[config.mk]
export PLATFORM = sky130hd
export DESIGN_NAME = spi_card_resp
export DESIGN_NICKNAME = d
export VERILOG_FILES = /design/src/rtl/spi_card_resp_pkg.sv /design/src/rtl/spi_pin_sync.sv /design/src/rtl/spi_frame_seq.sv /design/src/rtl/spi_card_fetch.sv /design/src/rtl/spi_card_resp.sv
export SDC_FILE = /design/constraint.sdc
export NUM_CORES = 1
export LEC_CHECK = 0
export BUFFER_PORTS_ARGS = -buffer_cell sky130_fd_sc_hd__buf_2
export CAP_MARGIN = 5
export CELL_PAD_IN_SITES_DETAIL_PLACEMENT = 1
export CELL_PAD_IN_SITES_GLOBAL_PLACEMENT = 1
export CORE_ASPECT_RATIO = 0.75
export CORE_MARGIN = 10
export CORE_UTILIZATION = 47
export DETAILED_ROUTE_END_ITERATION = 10
export PLACE_DENSITY_LB_ADDON = 0.1
export REMOVE_ABC_BUFFERS = 1
export SLEW_MARGIN = 10
export SYNTH_ARGS = -nofsm -noshare
export SYNTH_HDL_FRONTEND = slang
export SYNTH_SLANG_ARGS = --single-unit
[constraint.sdc]
create_clock -name clk -period 2.7 [get_ports clk]
set_input_delay 0.135 -clock clk [delete_from_list [all_inputs] [get_ports clk]]
set_output_delay 0.135 -clock clk [all_outputs]
set_load 0.03 [all_outputs]
[src/rtl/spi_card_resp_pkg.sv]
package spi_card_resp_pkg;

  // Source of the reply data for the current frame.
  typedef enum logic [1:0] {
    SRC_NONE  = 2'd0,
    SRC_CARD0 = 2'd1,
    SRC_CARD1 = 2'd2
  } src_e;

  // Storage fetch sequencer states.
  typedef enum logic [1:0] {
    FETCH_IDLE = 2'd0,
    FETCH_LO   = 2'd1,
    FETCH_HI   = 2'd2,
    FETCH_CAP  = 2'd3
  } fetch_e;

  localparam logic [7:0] BLANK_BYTE = 8'hFF;
  localparam logic [7:0] PAD_BYTE   = 8'h00;

  // Card 0 request wins over card 1; an absent card gives no data source.
  function automatic src_e pick_src(input logic want0, input logic want1,
                                    input logic have0, input logic have1);
    src_e r;
    if (want0)      r = have0 ? SRC_CARD0 : SRC_NONE;
    else if (want1) r = have1 ? SRC_CARD1 : SRC_NONE;
    else            r = SRC_NONE;
    return r;
  endfunction

endpackage

[src/rtl/spi_pin_sync.sv]
// Multi-stage synchronizer for a small bus of asynchronous inputs.
module spi_pin_sync #(
  parameter int               WIDTH     = 1,
  parameter int               STAGES    = 2,
  parameter logic [WIDTH-1:0] RESET_VAL = '0
) (
  input  logic             clk,
  input  logic             rst_n,
  input  logic [WIDTH-1:0] d_async,
  output logic [WIDTH-1:0] d_sync
);

  logic [STAGES-1:0][WIDTH-1:0] stage_q;

  always_ff @(posedge clk or negedge rst_n) begin
    if (!rst_n) begin
      stage_q <= {STAGES{RESET_VAL}};
    end else begin
      stage_q[0] <= d_async;
      for (int s = 1; s < STAGES; s++) begin
        stage_q[s] <= stage_q[s-1];
      end
    end
  end

  assign d_sync = stage_q[STAGES-1];

endmodule

[src/rtl/spi_frame_seq.sv]
// Bit and byte position tracking and receive shifting within one frame.
module spi_frame_seq #(
  parameter int FRAME_BYTES = 4,
  parameter int OFFSET_BYTE = 1,
  localparam int IDX_W      = $clog2(FRAME_BYTES + 1)
) (
  input  logic             clk,
  input  logic             rst_n,
  input  logic             cs_act,
  input  logic             sck_rise,
  input  logic             mosi_bit,
  output logic [2:0]       bit_idx,
  output logic [IDX_W-1:0] byte_idx,
  output logic [7:0]       rx_byte,
  output logic             offset_stb
);

  localparam logic [IDX_W-1:0] END_IDX = IDX_W'(FRAME_BYTES);
  localparam logic [IDX_W-1:0] OFF_IDX = IDX_W'(OFFSET_BYTE);

  logic [2:0]       bit_q,  bit_d;
  logic [IDX_W-1:0] byte_q, byte_d;
  logic [7:0]       sh_q,   sh_d;
  logic             stb_q,  stb_d;

  always_comb begin
    bit_d  = bit_q;
    byte_d = byte_q;
    sh_d   = sh_q;
    stb_d  = 1'b0;
    if (!cs_act) begin
      bit_d  = '0;
      byte_d = '0;
    end else if (sck_rise && (byte_q < END_IDX)) begin
      sh_d  = {sh_q[6:0], mosi_bit};
      bit_d = bit_q + 3'd1;
      if (bit_q == 3'd7) begin
        byte_d = byte_q + IDX_W'(1);
        stb_d  = (byte_q == OFF_IDX);
      end
    end
  end

  always_ff @(posedge clk or negedge rst_n) begin
    if (!rst_n) begin
      bit_q  <= '0;
      byte_q <= '0;
      sh_q   <= '0;
      stb_q  <= 1'b0;
    end else begin
      bit_q  <= bit_d;
      byte_q <= byte_d;
      sh_q   <= sh_d;
      stb_q  <= stb_d;
    end
  end

  assign bit_idx    = bit_q;
  assign byte_idx   = byte_q;
  assign rx_byte    = sh_q;
  assign offset_stb = stb_q;

endmodule

[src/rtl/spi_card_fetch.sv]
// Issues the two consecutive storage reads and captures their data.
module spi_card_fetch
  import spi_card_resp_pkg::*;
#(
  parameter int ADDR_W = 7,
  localparam int N_CARDS = 2
) (
  input  logic                           clk,
  input  logic                           rst_n,
  input  logic                           start,
  input  src_e                           src,
  input  logic [ADDR_W-1:0]              base,
  output logic [N_CARDS-1:0]             rd_en,
  output logic [N_CARDS-1:0][ADDR_W-1:0] rd_addr,
  input  logic [N_CARDS-1:0][7:0]        rd_data,
  output logic [7:0]                     byte_lo,
  output logic [7:0]                     byte_hi
);

  fetch_e            state_q, state_d;
  logic [ADDR_W-1:0] base_q,  base_d;
  logic              card_q,  card_d;
  logic [7:0]        lo_q,    lo_d;
  logic [7:0]        hi_q,    hi_d;
  logic              issue;
  logic [ADDR_W-1:0] cur_addr;

  always_comb begin
    state_d = state_q;
    base_d  = base_q;
    card_d  = card_q;
    lo_d    = lo_q;
    hi_d    = hi_q;
    unique case (state_q)
      FETCH_IDLE: begin
        if (start && (src != SRC_NONE)) begin
          state_d = FETCH_LO;
          base_d  = base;
          card_d  = (src == SRC_CARD1);
        end
      end
      FETCH_LO: state_d = FETCH_HI;
      FETCH_HI: begin
        state_d = FETCH_CAP;
        lo_d    = rd_data[card_q];
      end
      FETCH_CAP: begin
        state_d = FETCH_IDLE;
        hi_d    = rd_data[card_q];
      end
      default: state_d = FETCH_IDLE;
    endcase
  end

  always_ff @(posedge clk or negedge rst_n) begin
    if (!rst_n) begin
      state_q <= FETCH_IDLE;
      base_q  <= '0;
      card_q  <= 1'b0;
      lo_q    <= '0;
      hi_q    <= '0;
    end else begin
      state_q <= state_d;
      base_q  <= base_d;
      card_q  <= card_d;
      lo_q    <= lo_d;
      hi_q    <= hi_d;
    end
  end

  assign issue    = (state_q == FETCH_LO) || (state_q == FETCH_HI);
  assign cur_addr = (state_q == FETCH_HI) ? (base_q + ADDR_W'(1)) : base_q;

  for (genvar c = 0; c < N_CARDS; c++) begin : g_port
    assign rd_en[c]   = issue && (int'(card_q) == c);
    assign rd_addr[c] = cur_addr;
  end

  assign byte_lo = lo_q;
  assign byte_hi = hi_q;

endmodule

[src/rtl/spi_card_resp.sv]
// SPI target answering fixed four-byte card ID EEPROM read frames.
module spi_card_resp
  import spi_card_resp_pkg::*;
#(
  parameter int SEL_W         = 8,
  parameter int SEL_BIT_CARD0 = 5,
  parameter int SEL_BIT_CARD1 = 3,
  parameter int ADDR_W        = 7,
  parameter int SYNC_STAGES   = 2,
  parameter int FRAME_BYTES   = 4,
  parameter int OFFSET_BYTE   = 1
) (
  input  logic              clk,
  input  logic              rst_n,
  input  logic              spi_sck,
  input  logic              spi_cs_n,
  input  logic              spi_mosi,
  output logic              spi_miso,
  input  logic [SEL_W-1:0]  card_sel,
  input  logic              card0_present,
  input  logic              card1_present,
  output logic              card0_rd_en,
  output logic [ADDR_W-1:0] card0_rd_addr,
  input  logic [7:0]        card0_rd_data,
  output logic              card1_rd_en,
  output logic [ADDR_W-1:0] card1_rd_addr,
  input  logic [7:0]        card1_rd_data
);

  localparam int IDX_W      = $clog2(FRAME_BYTES + 1);
  localparam int DATA_FIRST = FRAME_BYTES - 2;

  logic             rst_n_int;
  logic             sck_s, cs_n_s, mosi_s;
  logic             sck_prev_q, cs_prev_q;
  logic             sck_rise, sck_fall, cs_act, frame_start;
  src_e             pick, mode_q, mode_d;
  logic             out_q, out_d;
  logic [2:0]       bit_idx;
  logic [IDX_W-1:0] byte_idx;
  logic [7:0]       rx_byte;
  logic             offset_stb;
  logic [7:0]       data_lo, data_hi;
  logic [7:0]       reply_byte;
  logic [1:0]            rd_en_v;
  logic [1:0][ADDR_W-1:0] rd_addr_v;
  logic [1:0][7:0]        rd_data_v;
  logic             unused_bits;

  // Reset release aligned to the clock.
  spi_pin_sync #(.WIDTH(1), .STAGES(SYNC_STAGES), .RESET_VAL(1'b0)) u_rst_sync (
    .clk     (clk),
    .rst_n   (rst_n),
    .d_async (1'b1),
    .d_sync  (rst_n_int)
  );

  // SPI pins into the clock domain: {sck, cs_n, mosi}, idle value 0,1,0.
  spi_pin_sync #(.WIDTH(3), .STAGES(SYNC_STAGES), .RESET_VAL(3'b010)) u_pin_sync (
    .clk     (clk),
    .rst_n   (rst_n_int),
    .d_async ({spi_sck, spi_cs_n, spi_mosi}),
    .d_sync  ({sck_s, cs_n_s, mosi_s})
  );

  assign sck_rise    = sck_s & ~sck_prev_q;
  assign sck_fall    = ~sck_s & sck_prev_q;
  assign cs_act      = ~cs_n_s;
  assign frame_start = cs_act & ~cs_prev_q;
  assign pick        = pick_src(card_sel[SEL_BIT_CARD0], card_sel[SEL_BIT_CARD1],
                                card0_present, card1_present);

  spi_frame_seq #(.FRAME_BYTES(FRAME_BYTES), .OFFSET_BYTE(OFFSET_BYTE)) u_seq (
    .clk        (clk),
    .rst_n      (rst_n_int),
    .cs_act     (cs_act),
    .sck_rise   (sck_rise),
    .mosi_bit   (mosi_s),
    .bit_idx    (bit_idx),
    .byte_idx   (byte_idx),
    .rx_byte    (rx_byte),
    .offset_stb (offset_stb)
  );

  assign rd_data_v = {card1_rd_data, card0_rd_data};

  spi_card_fetch #(.ADDR_W(ADDR_W)) u_fetch (
    .clk     (clk),
    .rst_n   (rst_n_int),
    .start   (offset_stb),
    .src     (mode_q),
    .base    (rx_byte[ADDR_W-1:0]),
    .rd_en   (rd_en_v),
    .rd_addr (rd_addr_v),
    .rd_data (rd_data_v),
    .byte_lo (data_lo),
    .byte_hi (data_hi)
  );

  assign card0_rd_en   = rd_en_v[0];
  assign card0_rd_addr = rd_addr_v[0];
  assign card1_rd_en   = rd_en_v[1];
  assign card1_rd_addr = rd_addr_v[1];

  // Byte to be shifted out at the current frame position.
  always_comb begin
    reply_byte = BLANK_BYTE;
    if (mode_q != SRC_NONE) begin
      if (byte_idx == IDX_W'(DATA_FIRST))          reply_byte = data_lo;
      else if (byte_idx == IDX_W'(DATA_FIRST + 1)) reply_byte = data_hi;
      else if (byte_idx < IDX_W'(DATA_FIRST))      reply_byte = PAD_BYTE;
    end
  end

  always_comb begin
    out_d  = out_q;
    mode_d = mode_q;
    if (!cs_act) begin
      out_d = 1'b1;
    end else if (frame_start) begin
      mode_d = pick;
      out_d  = (pick == SRC_NONE);
    end else if (sck_fall) begin
      out_d = reply_byte[3'd7 - bit_idx];
    end
  end

  always_ff @(posedge clk or negedge rst_n_int) begin
    if (!rst_n_int) begin
      sck_prev_q <= 1'b0;
      cs_prev_q  <= 1'b0;
      mode_q     <= SRC_NONE;
      out_q      <= 1'b1;
    end else begin
      sck_prev_q <= sck_s;
      cs_prev_q  <= cs_act;
      mode_q     <= mode_d;
      out_q      <= out_d;
    end
  end

  assign spi_miso    = spi_cs_n | out_q;
  assign unused_bits = ^{card_sel, rx_byte};

endmodule

==> summary.txt <==
Route
  – Final WL: around 5.4 mm
  – Vias per cell: slightly above 5
  – DRT antenna net count: 0
  – Drt pass-1 iters: 4
  – DRC viols: 0
  – DR vias: about 1700
  – WL/cell: between 15 and 20 microns
  – Initial DRC Count: 73

Timing
  – Tmin final: around 2.0 ns
  – Final Max Slew Viols: 0
  – Setup violators final: 0
  – RSZ-0062 raised after global routing: no
  – Crit share post-route: 0.747
  – Max transition margin: 0.570
  – Clock Skew: 0.00925 ns
  – Final hold vios: 0
  – Setup TNS: 0 ns
  – Slew @ Worst Pin: between 0.6 and 0.7 ns
  – F_max: just under 0.5 GHz

CTS
  – Clk sinks: 53
  – Post-CTS Setup Bufs: 0
  – Worst-path clk slew: about 0.090 ns
  – H-Tree Level Count: 2
  – CTS Buf Count: 5
  – Clk root buf: clkbuf_8
  – Hold Buf Count CTS: 4
  – CTS tree: done
  – Clock latency on the worst-skew pair: just over 0.3 ns
  – Post_cts resized: 0
  – Clock Path Buffers: 2

Final layout
  – Area Growth Syn to Fin: 13.9%
  – Register area: between 1000 and 1500 sq um
  – Layout cells sized above 1: 0.306
  – # fillers: about 560
  – Design area: between 2000 and 3000 sq um
  – Multi-input gate area: ~1000 sq um
  – # diodes: 0
  – Non-filler instance count after layout: around 320
  – # nets final: 292

Worst setup path
  – WP data arrival: roughly 1.9 ns
  – Endpoint class of the critical path: output port
  – Crit path capture: card0_rd_addr[5]
  – Critical-path maximum fanout: 6
  – FF-to-FF path depth: 3
  – Worst Path Required: 2.57 ns
  – Critical path type: flip-flop to output port
  – R2R Path End: u_seq.rx_byte[6]
  – Worst reg2reg setup slack: around 0.96 ns
  – Worst Setup SP: u_fetch.state_q[0]
  – CP Launch Type: flip-flop
  – R2r startpoint: sck_prev_q

Logic synthesis
  – Synth Instances: about 210
  – Most area-consuming cells after synthesis: dfrtp_1, mux2_2, mux2i_1
  – Count leader, synth: dfrtp_1
  – Mean Syn Cell Area: between 10 and 15 sq um
  – Mapped Area: between 2000 and 2500 sq um
  – Primary FF master, synth: dfrtp_1
  – FFs w/ async S/R, synth: 1.00
  – Number of synthesized flops with an enable pin: 0
  – Synth warn: 0
  – Synth cell count leaders: dfrtp_1, nor2_1, a21oi_1, mux2_2, mux2i_1
  – Area leader, netlist: dfrtp_1
  – Top-area cell type share of the netlist area: 0.501
  – Number of synthesized register bits: 53
  – Post-synthesis cell type count: 40
  – Post-synthesis sequential area ratio: 0.533

Status
  – Status: finished, final reports clean

Power and ir drop
  – P_leak: about 0.0013 uW
  – Max rail drop VDD: 0.272 mV
  – Power Dens Cells: approximately 530 nW/um^2

Placement
  – I/O Buffers: between 40 and 50
  – Number of cells after detailed placement: 312
  – GP Congestion: a little under 0.8
  – Detailed placement HPWL: approximately 4.1 mm
  – Area post-placement: between 2000 and 3000 sq um

Floorplanning
  – Placeable Area: between 5000 and 6000 sq um
  – Site Rows: 22
  – Ports: 48
  – Die W: 104 microns
  – Die Y-Extent: about 83 microns
  – Die Area: between 8000 and 9000 sq um
  – Starting Density: 0.499

Worst hold path
  – Min-delay worst type: input port to flip-flop

Flow run
  – Max Cap Violations: 0

Global routing
  – Vias in the first global route: about 1800
  – All-Layer GR Usage: 0.126
  – Gr ovfl total: 0
  – Global-route wire length before repair: between 9 and 10 mm
  – Initial antenna violation count: 0
  – Largest net degree at the start of global routing: 52
-- area by class of cell --
class	count	share of cell area
Clock inverter	3	0.00748
Inverter	6	0.00792
Clock buffer	5	0.0242
Timing Repair Buffer	47	0.0915
Sequential cell	53	0.468
Multi-Input combinational cell	138	0.369
Tap cell	72	0.0317
-- sequential cells by signal (all words and copies together) (netlist names) --
name                flops
u_fetch.state_q         2
sck_prev_q              1
u_pin_sync.stage_q      3
u_pin_sync.d_sync       3
u_rst_sync.d_sync       1
u_fetch.byte_hi         8
u_fetch.card_q          1
u_seq.bit_idx           3
u_rst_sync.stage_q      1
u_seq.byte_idx          3
cs_prev_q               1
u_fetch.base_q          7
mode_q                  2
u_fetch.byte_lo         8
u_seq.offset_stb        1
u_seq.rx_byte           7
out_q                   1
-- through the flow --
step	total power (uW)	hold slack, ns	setup slack, ns	util
finish	1510	0.0919	0.682	0.568
global route	1600	0.0862	0.476	0.568
CTS	1530	0.0847	0.645	0.568
detailed placement	1070	-0.0762	0.988	0.542
global placement	1060	-0.0792	1.01	0.542
floorplan	1010	-0.161	0.330	-
-- per-layer routing --
layer	up-vias	GRT usage	wire length (microns)
met3	2	0.0424	243
met1	814	0.174	2790
li1	805	-	-
met5	-	0	0
met2	33	0.191	2330
met4	0	0.0150	8
-- power breakdown --
| group | total [uW] | leakage, uW | switching (uW) | internal (uW) |
|---|---|---|---|---|
| Clock | 459 | 0.0000445 | 274 | 185 |
| Combinational | 137 | 0.000624 | 59.0 | 77.7 |
| Sequential | 916 | 0.000660 | 52.7 | 863 |
| Total | 1510 | 0.00133 | 386 | 1130 |
-- how the worst min path moves through the flow --
stage	slack, ns	to	depth (start not counted)	startpoint
2_1_floorplan	-0.16	u_rst_sync.d_sync	0	rst_n
3_3_place_gp	-0.08	u_rst_sync.stage_q[0]	1	rst_n
3_5_place_dp	-0.08	u_rst_sync.stage_q[0]	1	rst_n
4_1_cts	0.08	mode_q[0]	3	card_sel[5]
5_1_grt	0.09	mode_q[0]	3	card0_present
6_report	0.09	mode_q[0]	3	card_sel[5]
-- kinds of logic (layout without fill, tap and decap cells) --
kind of cell | after synthesis | in the layout | synth area share
flip-flops | 53 | 53 | 0.533
adder cells (fa/ha/maj) | 10 | 10 | 0.0501
other | 1 | 1 | 0.00150
AO/OA/AOI/OAI | 39 | 39 | 0.0997
AND/OR/NAND/NOR | 49 | 49 | 0.0977
XOR/XNOR | 8 | 8 | 0.0281
multiplexers | 31 | 31 | 0.143
buffers and inverters | 21 | 61 | 0.0471
-- layout by cell type (no fill, tap or decap), types with 2 or more instances in the layout --
cell type	count
ha_1	10
nand4_1	2
dfstp_2	3
o221ai_2	2
xor2_1	3
and2_1	2
a21oi_1	21
dlygate4sd3_1	4
nor2_1	24
dfrtp_1	49
buf_4	2
o21a_1	2
mux2_2	15
nand3b_1	2
nor2b_1	2
o21ai_0	5
o31ai_1	2
buf_2	41
inv_1	6
nand2_1	9
a31oi_1	3
clkbuf_8	5
xnor2_1	5
mux2i_1	14
-- worst max-delay path, cell delays in order, from the launching register on --
cell and delay (ns):
dfrtp_1 0.39, inv_1 0.11, ha_1 0.30, nand4_1 0.21, nor2_1 0.17, xor2_1 0.18, buf_2 0.23
No activity file was read; power rests on OpenSTA's default activity.
